## src/rtl/gpio_pkg.sv

```systemverilog
package gpio_pkg;
  typedef enum logic [3:0] {
    REG_DIN    = 4'd0,
    REG_DOUT   = 4'd1,
    REG_OE_SET = 4'd2,
    REG_OE_CLR = 4'd3,
    REG_ALT    = 4'd4,
    REG_PULL_A = 4'd5,
    REG_PULL_B = 4'd6,
    REG_IEN    = 4'd7,
    REG_ITYPE  = 4'd8,
    REG_IPOL   = 4'd9,
    REG_ISTAT  = 4'd10
  } reg_e;

  localparam logic [1:0] PULL_UP   = 2'b01;
  localparam logic [1:0] PULL_DOWN = 2'b10;
endpackage

```

## src/rtl/gpio_sync.sv

```systemverilog
module gpio_sync #(
  parameter int W = 31
) (
  input  logic         clk,
  input  logic         rst_n,
  input  logic [W-1:0] d,
  output logic [W-1:0] q
);
  logic [W-1:0] s1_q, s2_q;

  always_ff @(posedge clk or negedge rst_n) begin
    if (!rst_n) begin
      s1_q <= '0;
      s2_q <= '0;
    end else begin
      s1_q <= d;
      s2_q <= s1_q;
    end
  end

  assign q = s2_q;
endmodule

```

## src/rtl/gpio_irq.sv

```systemverilog
module gpio_irq #(
  parameter int W = 31
) (
  input  logic         clk,
  input  logic         rst_n,
  input  logic [W-1:0] lvl,
  input  logic [W-1:0] en,
  input  logic [W-1:0] etype,
  input  logic [W-1:0] pol,
  input  logic         clr_we,
  input  logic [W-1:0] clr_mask,
  output logic [W-1:0] stat,
  output logic         irq
);
  logic [W-1:0] prev_q, edge_q, edge_d, rise, fall, hit, clr;

  always_comb begin
    rise   = lvl & ~prev_q;
    fall   = ~lvl & prev_q;
    hit    = etype & ((pol & rise) | (~pol & fall));
    clr    = clr_we ? clr_mask : '0;
    edge_d = (edge_q & ~clr) | hit;
    stat   = (etype & edge_q) | (~etype & ~(lvl ^ pol));
  end

  always_ff @(posedge clk or negedge rst_n) begin
    if (!rst_n) begin
      prev_q <= '0;
      edge_q <= '0;
    end else begin
      prev_q <= lvl;
      edge_q <= edge_d;
    end
  end

  assign irq = |(en & stat);

  // an edge meeting a clear in the same cycle survives
  a_r11_edge_kept: assert property (@(posedge clk) disable iff (!rst_n)
    ((clr & hit) != '0) |=> ((edge_q & $past(clr & hit)) == $past(clr & hit)));

  // a clear with no fresh edge empties the bit
  a_r10_edge_clear: assert property (@(posedge clk) disable iff (!rst_n)
    ((clr & ~hit) != '0) |=> ((edge_q & $past(clr & ~hit)) == '0));
endmodule

```

## src/rtl/gpio_port.sv

```systemverilog
module gpio_port
  import gpio_pkg::*;
#(
  parameter int PIN_CNT = 31,
  parameter int DW      = 32
) (
  input  logic               clk,
  input  logic               rst_n,
  input  logic               bus_sel,
  input  logic               bus_wr,
  input  logic [3:0]         bus_addr,
  input  logic [DW-1:0]      bus_wdata,
  output logic [DW-1:0]      bus_rdata,
  input  logic [PIN_CNT-1:0] pad_in,
  output logic [PIN_CNT-1:0] pad_out,
  output logic [PIN_CNT-1:0] pad_oe,
  output logic [PIN_CNT-1:0] pad_pu,
  output logic [PIN_CNT-1:0] pad_pd,
  input  logic [PIN_CNT-1:0] alt_out,
  input  logic [PIN_CNT-1:0] alt_oe,
  output logic               irq
);
  localparam int N   = PIN_CNT;
  localparam int PPR = DW / 2;

  logic         wr_en, w_dout, w_oes, w_oec, w_alt, w_ien, w_ityp, w_ipol, w_istat;
  logic [N-1:0] wbits;
  logic [N-1:0] dout_q, dout_d, oe_q, oe_d, alt_q, alt_d;
  logic [N-1:0] ien_q, ien_d, ityp_q, ityp_d, ipol_q, ipol_d;
  logic [N-1:0] din, istat;
  logic [N-1:0][1:0] pull_q, pull_d;
  logic [DW-1:0] pull_ra, pull_rb;

  assign wr_en   = bus_sel & bus_wr;
  assign wbits   = bus_wdata[N-1:0];
  assign w_dout  = wr_en && (bus_addr == REG_DOUT);
  assign w_oes   = wr_en && (bus_addr == REG_OE_SET);
  assign w_oec   = wr_en && (bus_addr == REG_OE_CLR);
  assign w_alt   = wr_en && (bus_addr == REG_ALT);
  assign w_ien   = wr_en && (bus_addr == REG_IEN);
  assign w_ityp  = wr_en && (bus_addr == REG_ITYPE);
  assign w_ipol  = wr_en && (bus_addr == REG_IPOL);
  assign w_istat = wr_en && (bus_addr == REG_ISTAT);

  // next-state logic for the control registers
  always_comb begin
    dout_d = w_dout ? wbits : dout_q;
    oe_d   = (oe_q | (w_oes ? wbits : '0)) & ~(w_oec ? wbits : '0);
    alt_d  = w_alt  ? wbits : alt_q;
    ien_d  = w_ien  ? wbits : ien_q;
    ityp_d = w_ityp ? wbits : ityp_q;
    ipol_d = w_ipol ? wbits : ipol_q;
  end

  always_ff @(posedge clk or negedge rst_n) begin
    if (!rst_n) begin
      dout_q <= '0;
      oe_q   <= '0;
      alt_q  <= '0;
      ien_q  <= '0;
      ityp_q <= '0;
      ipol_q <= '0;
      pull_q <= {N{PULL_UP}};
    end else begin
      dout_q <= dout_d;
      oe_q   <= oe_d;
      alt_q  <= alt_d;
      ien_q  <= ien_d;
      ityp_q <= ityp_d;
      ipol_q <= ipol_d;
      pull_q <= pull_d;
    end
  end

  // per-pin pull field: its register and bit slot follow from the pin index
  for (genvar gi = 0; gi < N; gi++) begin : g_pin
    localparam int RIDX = int'(REG_PULL_A) + gi / PPR;
    localparam int LSB  = 2 * (gi % PPR);
    assign pull_d[gi] = (wr_en && (bus_addr == 4'(RIDX))) ? bus_wdata[LSB +: 2] : pull_q[gi];
    assign pad_pu[gi] = (pull_q[gi] == PULL_UP);
    assign pad_pd[gi] = (pull_q[gi] == PULL_DOWN);
  end

  always_comb begin
    pull_ra = '0;
    pull_rb = '0;
    for (int i = 0; i < N; i++) begin
      if (i < PPR) pull_ra[2*i +: 2] = pull_q[i];
      else         pull_rb[2*(i-PPR) +: 2] = pull_q[i];
    end
  end

  gpio_sync #(.W(N)) u_sync (
    .clk  (clk),
    .rst_n(rst_n),
    .d    (pad_in),
    .q    (din)
  );

  gpio_irq #(.W(N)) u_irq (
    .clk     (clk),
    .rst_n   (rst_n),
    .lvl     (din),
    .en      (ien_q),
    .etype   (ityp_q),
    .pol     (ipol_q),
    .clr_we  (w_istat),
    .clr_mask(wbits),
    .stat    (istat),
    .irq     (irq)
  );

  assign pad_out = (alt_q & alt_out) | (~alt_q & dout_q);
  assign pad_oe  = (alt_q & alt_oe)  | (~alt_q & oe_q);

  always_comb begin
    case (bus_addr)
      REG_DIN:    bus_rdata = DW'(din);
      REG_DOUT:   bus_rdata = DW'(dout_q);
      REG_OE_SET: bus_rdata = DW'(oe_q);
      REG_OE_CLR: bus_rdata = DW'(oe_q);
      REG_ALT:    bus_rdata = DW'(alt_q);
      REG_PULL_A: bus_rdata = pull_ra;
      REG_PULL_B: bus_rdata = pull_rb;
      REG_IEN:    bus_rdata = DW'(ien_q);
      REG_ITYPE:  bus_rdata = DW'(ityp_q);
      REG_IPOL:   bus_rdata = DW'(ipol_q);
      REG_ISTAT:  bus_rdata = DW'(istat);
      default:    bus_rdata = '0;
    endcase
  end

  // set-register write turns on every addressed direction bit
  a_r2_oe_set: assert property (@(posedge clk) disable iff (!rst_n)
    w_oes |=> ((oe_q & $past(wbits)) == $past(wbits)));

  // clear-register write turns off every addressed direction bit
  a_r3_oe_clr: assert property (@(posedge clk) disable iff (!rst_n)
    w_oec |=> ((oe_q & $past(wbits)) == '0));

  // the output latch holds through any access that does not target it
  a_r4_dout_hold: assert property (@(posedge clk) disable iff (!rst_n)
    !w_dout |=> $stable(dout_q));

  // an enabled level pin at its active level raises the interrupt
  a_r9_level_irq: assert property (@(posedge clk) disable iff (!rst_n)
    ((ien_q & ~ityp_q & ~(din ^ ipol_q)) != '0) |-> irq);
endmodule

```

## config.mk

```make
export PLATFORM = sky130hd
export DESIGN_NAME = gpio_port
export DESIGN_NICKNAME = d
export VERILOG_FILES = /design/src/rtl/gpio_pkg.sv /design/src/rtl/gpio_sync.sv /design/src/rtl/gpio_irq.sv /design/src/rtl/gpio_port.sv
export SDC_FILE = /design/constraint.sdc
export NUM_CORES = 1
export LEC_CHECK = 0
export ABC_AREA = 1
export BUFFER_PORTS_ARGS = -buffer_cell sky130_fd_sc_hd__buf_2
export CAP_MARGIN = 40
export CORE_AREA = 2 2 232 234
export DETAILED_ROUTE_END_ITERATION = 12
export DIE_AREA = 0 0 234 236
export PLACE_DENSITY_LB_ADDON = 0.2
export SYNTH_ARGS = -nofsm -noshare
export SYNTH_HDL_FRONTEND = slang
export SYNTH_HIERARCHICAL = 1
export SYNTH_SLANG_ARGS = --single-unit
```

## constraint.sdc

```tcl
create_clock -name clk -period 1.5 [get_ports clk]
set_input_delay 0.15 -clock clk [delete_from_list [all_inputs] [get_ports clk]]
set_output_delay 0.15 -clock clk [all_outputs]
set_load 0.02 [all_outputs]
```

# --- Word-level counts from Yosys, hierarchy flattened ---
# Cells that the tools add are included.
classes:
  addsub: 0
  eq_ne: 72
  n_shift: 0
  div: 0
  bitwise: 30
  n_mux: 4
  reduce_logical: 13
  mul: 0
  n_lt_le_gt_ge: 0
ops:
  columns: ["operator", "n"]
  rows:
  - ["bitwise AND 31 bit", 14]
  - ["one-hot mux 32 bit (10 select lines)", 1]
  - ["inverter 31 bit", 8]
  - ["OR 31 bit", 6]
  - ["2-to-1 mux 31 bit", 3]
  - ["equality test 2 x 1 -> 1 bit (second input constant)", 31]
  - ["equality test 2 bit (second input constant)", 31]
  - ["OR reduction 31 bit", 1]
  - ["XOR 31 bit", 1]
  - ["equality test 4 x 3 -> 1 bit (second input constant)", 4]
  - ["equality test 4 bit (second input constant)", 3]
  - ["logical AND 1 bit", 10]
  - ["equality test 4 x 2 -> 1 bit (second input constant)", 2]
  - ["equality test 4 x 1 -> 1 bit (second input constant)", 1]
  - ["logical NOT 4 bit", 1]
  - ["OR reduction 2 bit", 1]
  - ["bitwise AND 1 bit", 1]
totals:
  latch_bits: 0
  rom_bits: 0
  register_bits: 372
  mem_bits_rw: 0
  word_cells: 160
  input_bits: 133
  n_memories: 0
  output_inout_bits: 157

# --- Depth between registers and ports, before layout ---
logic_depth:
  word_depth: 6
  ltp_mapped: 10
  ltp_nobuf: 10

# --- By module ---
# Netlist, hierarchy kept.
by_module_without_submodules:
  columns: ["mod", "area_each_um2", "instances", "cells_each", "seq_area_each_um2"]
  rows:
  - ["gpio_port", 12874.8, 1, 1747, 6244.7]
  - ["gpio_irq", 3776.1, 1, 559, 1551.5]
  - ["gpio_sync", 1551.5, 1, 62, 1551.5]

# --- Least setup slack after synthesis ---
# Ideal clock, no wire load.
synth_path:
  path_type: "input port to output port"
  startpoint: "input port bus_addr[1]"
  endpoint: "output port bus_rdata[21]"
  cell_stages: 10
  path_slack_ns: 0.101
  path_buffers: 3
  arrival_time_ns: 1.249
  required_ns: 1.350
  path_cell_list: "buf_4 inv_2 nand2_2 nor2_2 buf_4 buf_4 nand2_1 nand3_1 nor2_1 nand2_1"
synth_between:
  elab_chain_len: 3
  elab_cells_between_ends: 13
  classes_between: "eq/ne (10); mux (1); reduce/logical (2)"
synth_lines:
  columns: ["element", "line", "source"]
  rows:
  - ["start, declared", "gpio_port.sv:11", "input logic [3:0] bus_addr,"]
  - ["equality test 4 x 2 -> 1 bit", "gpio_port.sv:117", "case (bus_addr)"]
  - ["OR reduction 2 bit (no line)", null, null]
  - ["one-hot mux 32 bit (10 select lines) (*)", "gpio_port.sv:117", null]
  - ["end, declared", "gpio_port.sv:13", "output logic [DW-1:0] bus_rdata,"]
# Every way passes the cells marked *; elsewhere a longest branch is shown, timed or not.

# --- Worst setup path after layout ---
layout_path:
  startpoint: "register ityp_q[7]"
  endpoint: "output port irq"
layout_between:
  elab_chain_len: 5
  elab_cells_between_ends: 6
  classes_between: "bitwise (5); reduce/logical (1)"
layout_lines:
  columns: ["element", "line", "source"]
  rows:
  - ["start, declared", "gpio_port.sv:29", "logic [N-1:0] ien_q, ien_d, ityp_q, ityp_d, ipol_q, ipol_d;"]
  - ["start signal, assigned", "gpio_port.sv:69", "ityp_q <= ityp_d;"]
  - ["inverter 31 bit", "gpio_irq.sv:23", "stat = (etype & edge_q) | (~etype & ~(lvl ^ pol));"]
  - ["bitwise AND 31 bit", "gpio_irq.sv:23", null]
  - ["OR 31 bit (*)", "gpio_irq.sv:23", null]
  - ["bitwise AND 31 bit (*)", "gpio_irq.sv:36", "assign irq = |(en & stat);"]
  - ["OR reduction 31 bit (*)", "gpio_irq.sv:36", null]
  - ["end, declared", "gpio_port.sv:21", "output logic irq"]
# Marked as above.

==> metrics.yaml <==
floorplan:
  die_area_sq_um: 55200
  die_w_um: 234
  io_pins: 290
  fp.coreArea_sq_um: 53100
  row_count: 85
  dieHeight_um: 236
  initial_core_util: 0.343
logic_synthesis:
  synth_nets: 2501
  synth-simple-area-share: 0.303
  synth_area_sq_um: 18200
  synth_compound_area_frac: 0.0921
  synthDistinctLibCells: 27
  async_reset_ff_frac: 1.00
  synthTopCellsByArea: "dfrtp_1, nand2_1, nand3_1"
  synth_mux_area_frac: 0.0192
  synth_fa_ha_area_frac: 0
  synth_top_family_by_area: "simple AND/OR/NAND/NOR gates"
  postSynthCellCount: 2368
  synth_area_leader_cell: "dfrtp_1"
  seq_area_frac_synth: 0.514
  synth-edff-count: 0
  synthXorXnorAreaFrac: 0
  yosys_warnings: 6
  synth_flop_cell: "dfrtp_1"
  ys_ff_latch: 372
  netlist.area_leader.share: 0.469
  syn_area_per_cell_sq_um: 7.69
timing:
  rsz0062_at_grt: "yes"
  tightest_slew_ns: 0.467
  slew_headroom: 0.688
  finClkSkew_ns: 0.0123
  slew_violations: 0
  setup_viol_count_final: 127
  post-route-min-period_ns: 2.19
  setup_slack_ns: -0.691
  holdWs_ns: 0.210
  period_share: 1.46
  fmax_mhz: 456
  finalHoldViolCount: 0
cts:
  path_clk_slew_ns: 0.06
  cts_buffers: 44
  clockRootBuffer: "clkbuf_16"
  tritoncts: "built"
  cts.sinks: 372
  clk-insertion-delay-late_ns: 0.57
  clock_path_buffers: 3
  htreeDepth: 2
placement:
  dpl.hpwl_um: 45600
  port_buffers: 289
  placed_area_sq_um: 22200
  dp.cells: 3461
  gp_congestion: 0.884
route:
  via_per_inst: 4.95
  drc_errors: 0
  first_iter_violations: 1474
  postRouteAntennaNets: 0
  wl_per_cell_um: 18.1
  routed_wl_um: 66900
  via_count: 18300
  drt_first_pass_iters: 6
pwr:
  power_density_nw_per_um2: 1300
  ir_drop_mv: 0.770
  leakage_nw: 13.3
  power_mw: 35.0
worst_setup_path:
  path_max_fanout: 2
  path_cells: "inv_1 -> or2_0 -> nand3_2 -> nand2_4 -> nor2_4 -> nand2_2 -> nor2_4 -> nand2_4 -> buf_6"
  worstSetupPathType: "reg -> out"
  max_stage_delay_ns: 0.34
  crit_arrival_ns: 2.04
  required_ns: 1.35
  end_kind: "primary output"
  startpoint_type: "register"
  cpMaxStageDelayCell: "dfrtp_1"
cells_and_area:
  regMostFlops: "pull_q"
  drive_above_1_share: 0.340
  final_nets: 3094
  fin_area_sq_um: 26900
  layout.cells.most_common: "nand2_1"
  n_fill_cell: 4986
  fin_util: 0.506
  instances_no_fill: 3692
  final_cell_mix: "nand2_1, dfrtp_1, buf_4, nand3_1, inv_1"
  largest_register_ffs: 62
  area_growth_pct: 47.5
global_route:
  overflow: 0
  grt_pass1_vias: 17500
  grt_pass1_wl_um: 100000
  grt_max_degree: 81
  antenna_found_initial: 2
  grt_util_all_layers: 0.237
flow_run:
  max-cap-violations: 0
run_status:
  violations: "setup timing"
  outcome: "finished with violations"
hold_path:
  hold_class: "in -> async"
[synth_stat cells (2+ instances only)]
cell type,n
a21oi_1,32
and2_1,29
buf_1,4
buf_2,38
buf_4,3
clkbuf_1,51
dfrtp_1,341
dfstp_2,31
inv_1,236
inv_2,4
mux2_2,31
nand2_1,798
nand2_2,8
nand3_1,255
nand3_2,2
nor2_1,181
nor2_2,6
nor2_4,5
o2111ai_1,30
o21ai_0,192
o21ai_1,57
or2_0,15
or2_1,15
[kinds of logic after synthesis]
family                 count (synthesis)
AND/OR/NAND/NOR                     1317
multiplexers                          31
buffers and inverters                336
AO/OA/AOI/OAI                        312
flip-flops                           372
[worst paths after layout]
| path | start | end | slack (ns) | cells after the start |
|---|---|---|---|---|
| worst min register to register | u_sync/s1_q[13] | u_sync/q[13] | 0.34 | 0 |
| worst min-delay path | rst_n | dout_q[20] | 0.21 | 3 |
| min in group clk | pad_in[16] | u_sync/s1_q[16] | 0.22 | 2 |
| max in group asynchronous | rst_n | alt_q[19] | 0.59 | 3 |
| worst max register to register | u_sync/q[16] | u_irq/edge_q[16] | 0.41 | 4 |
| worst max-delay path | ityp_q[7] | irq | -0.69 | 9 |
[timing repair]
item	CTS	global route
pin swaps	69	97
endpoints found under the hold margin	487	0
resized for setup	369	268
endpoints found under the setup margin	154	157
hold buffers	65	0
buffers inserted	43	48
[routing by layer]
metal | GRT usage | up-vias | part of all wire
met3 | 0.0355 | 105 | 0.066
li1 | - | 8730 | -
met1 | 0.331 | 8794 | 0.44
met4 | 0.0646 | 2 | 0.025
met5 | 0 | - | 0.00019
met2 | 0.381 | 642 | 0.47
[area by class of cell]
type                       count  area, sq um  area share
inverter                     240          911      0.0339
sequential                   372         9390       0.350
clock inverter                19          277      0.0103
multi-input combinational   1660         8500       0.316
timing repair buffer         643         5600       0.209
tap                          696          871      0.0324
clock buffer                  61         1310      0.0486
antenna                        1         2.50   0.0000932
[worst max-delay path, delay by kind of cell, from the launching register on]
kind	cells	cell delay, ns
buf+inv	2	0.21
flops	1	0.34
simple gates	7	0.93
[power by group]
group / switching, mW / internal (mW) / total, mW
registers: 1.50 / 11.7 / 13.2
logic: 5.22 / 4.89 / 10.1
clock network: 4.38 / 7.27 / 11.6
[metrics by stage]
stage               TNS, ns  worst slack [ns]
finish               -22.19            -0.691
global route         -31.44            -0.794
CTS                  -25.35            -0.727
detailed placement   -24.23            -0.418
global placement     -20.07            -0.407
floorplan                 0             0.101
No activity file was read; power rests on OpenSTA's default activity.
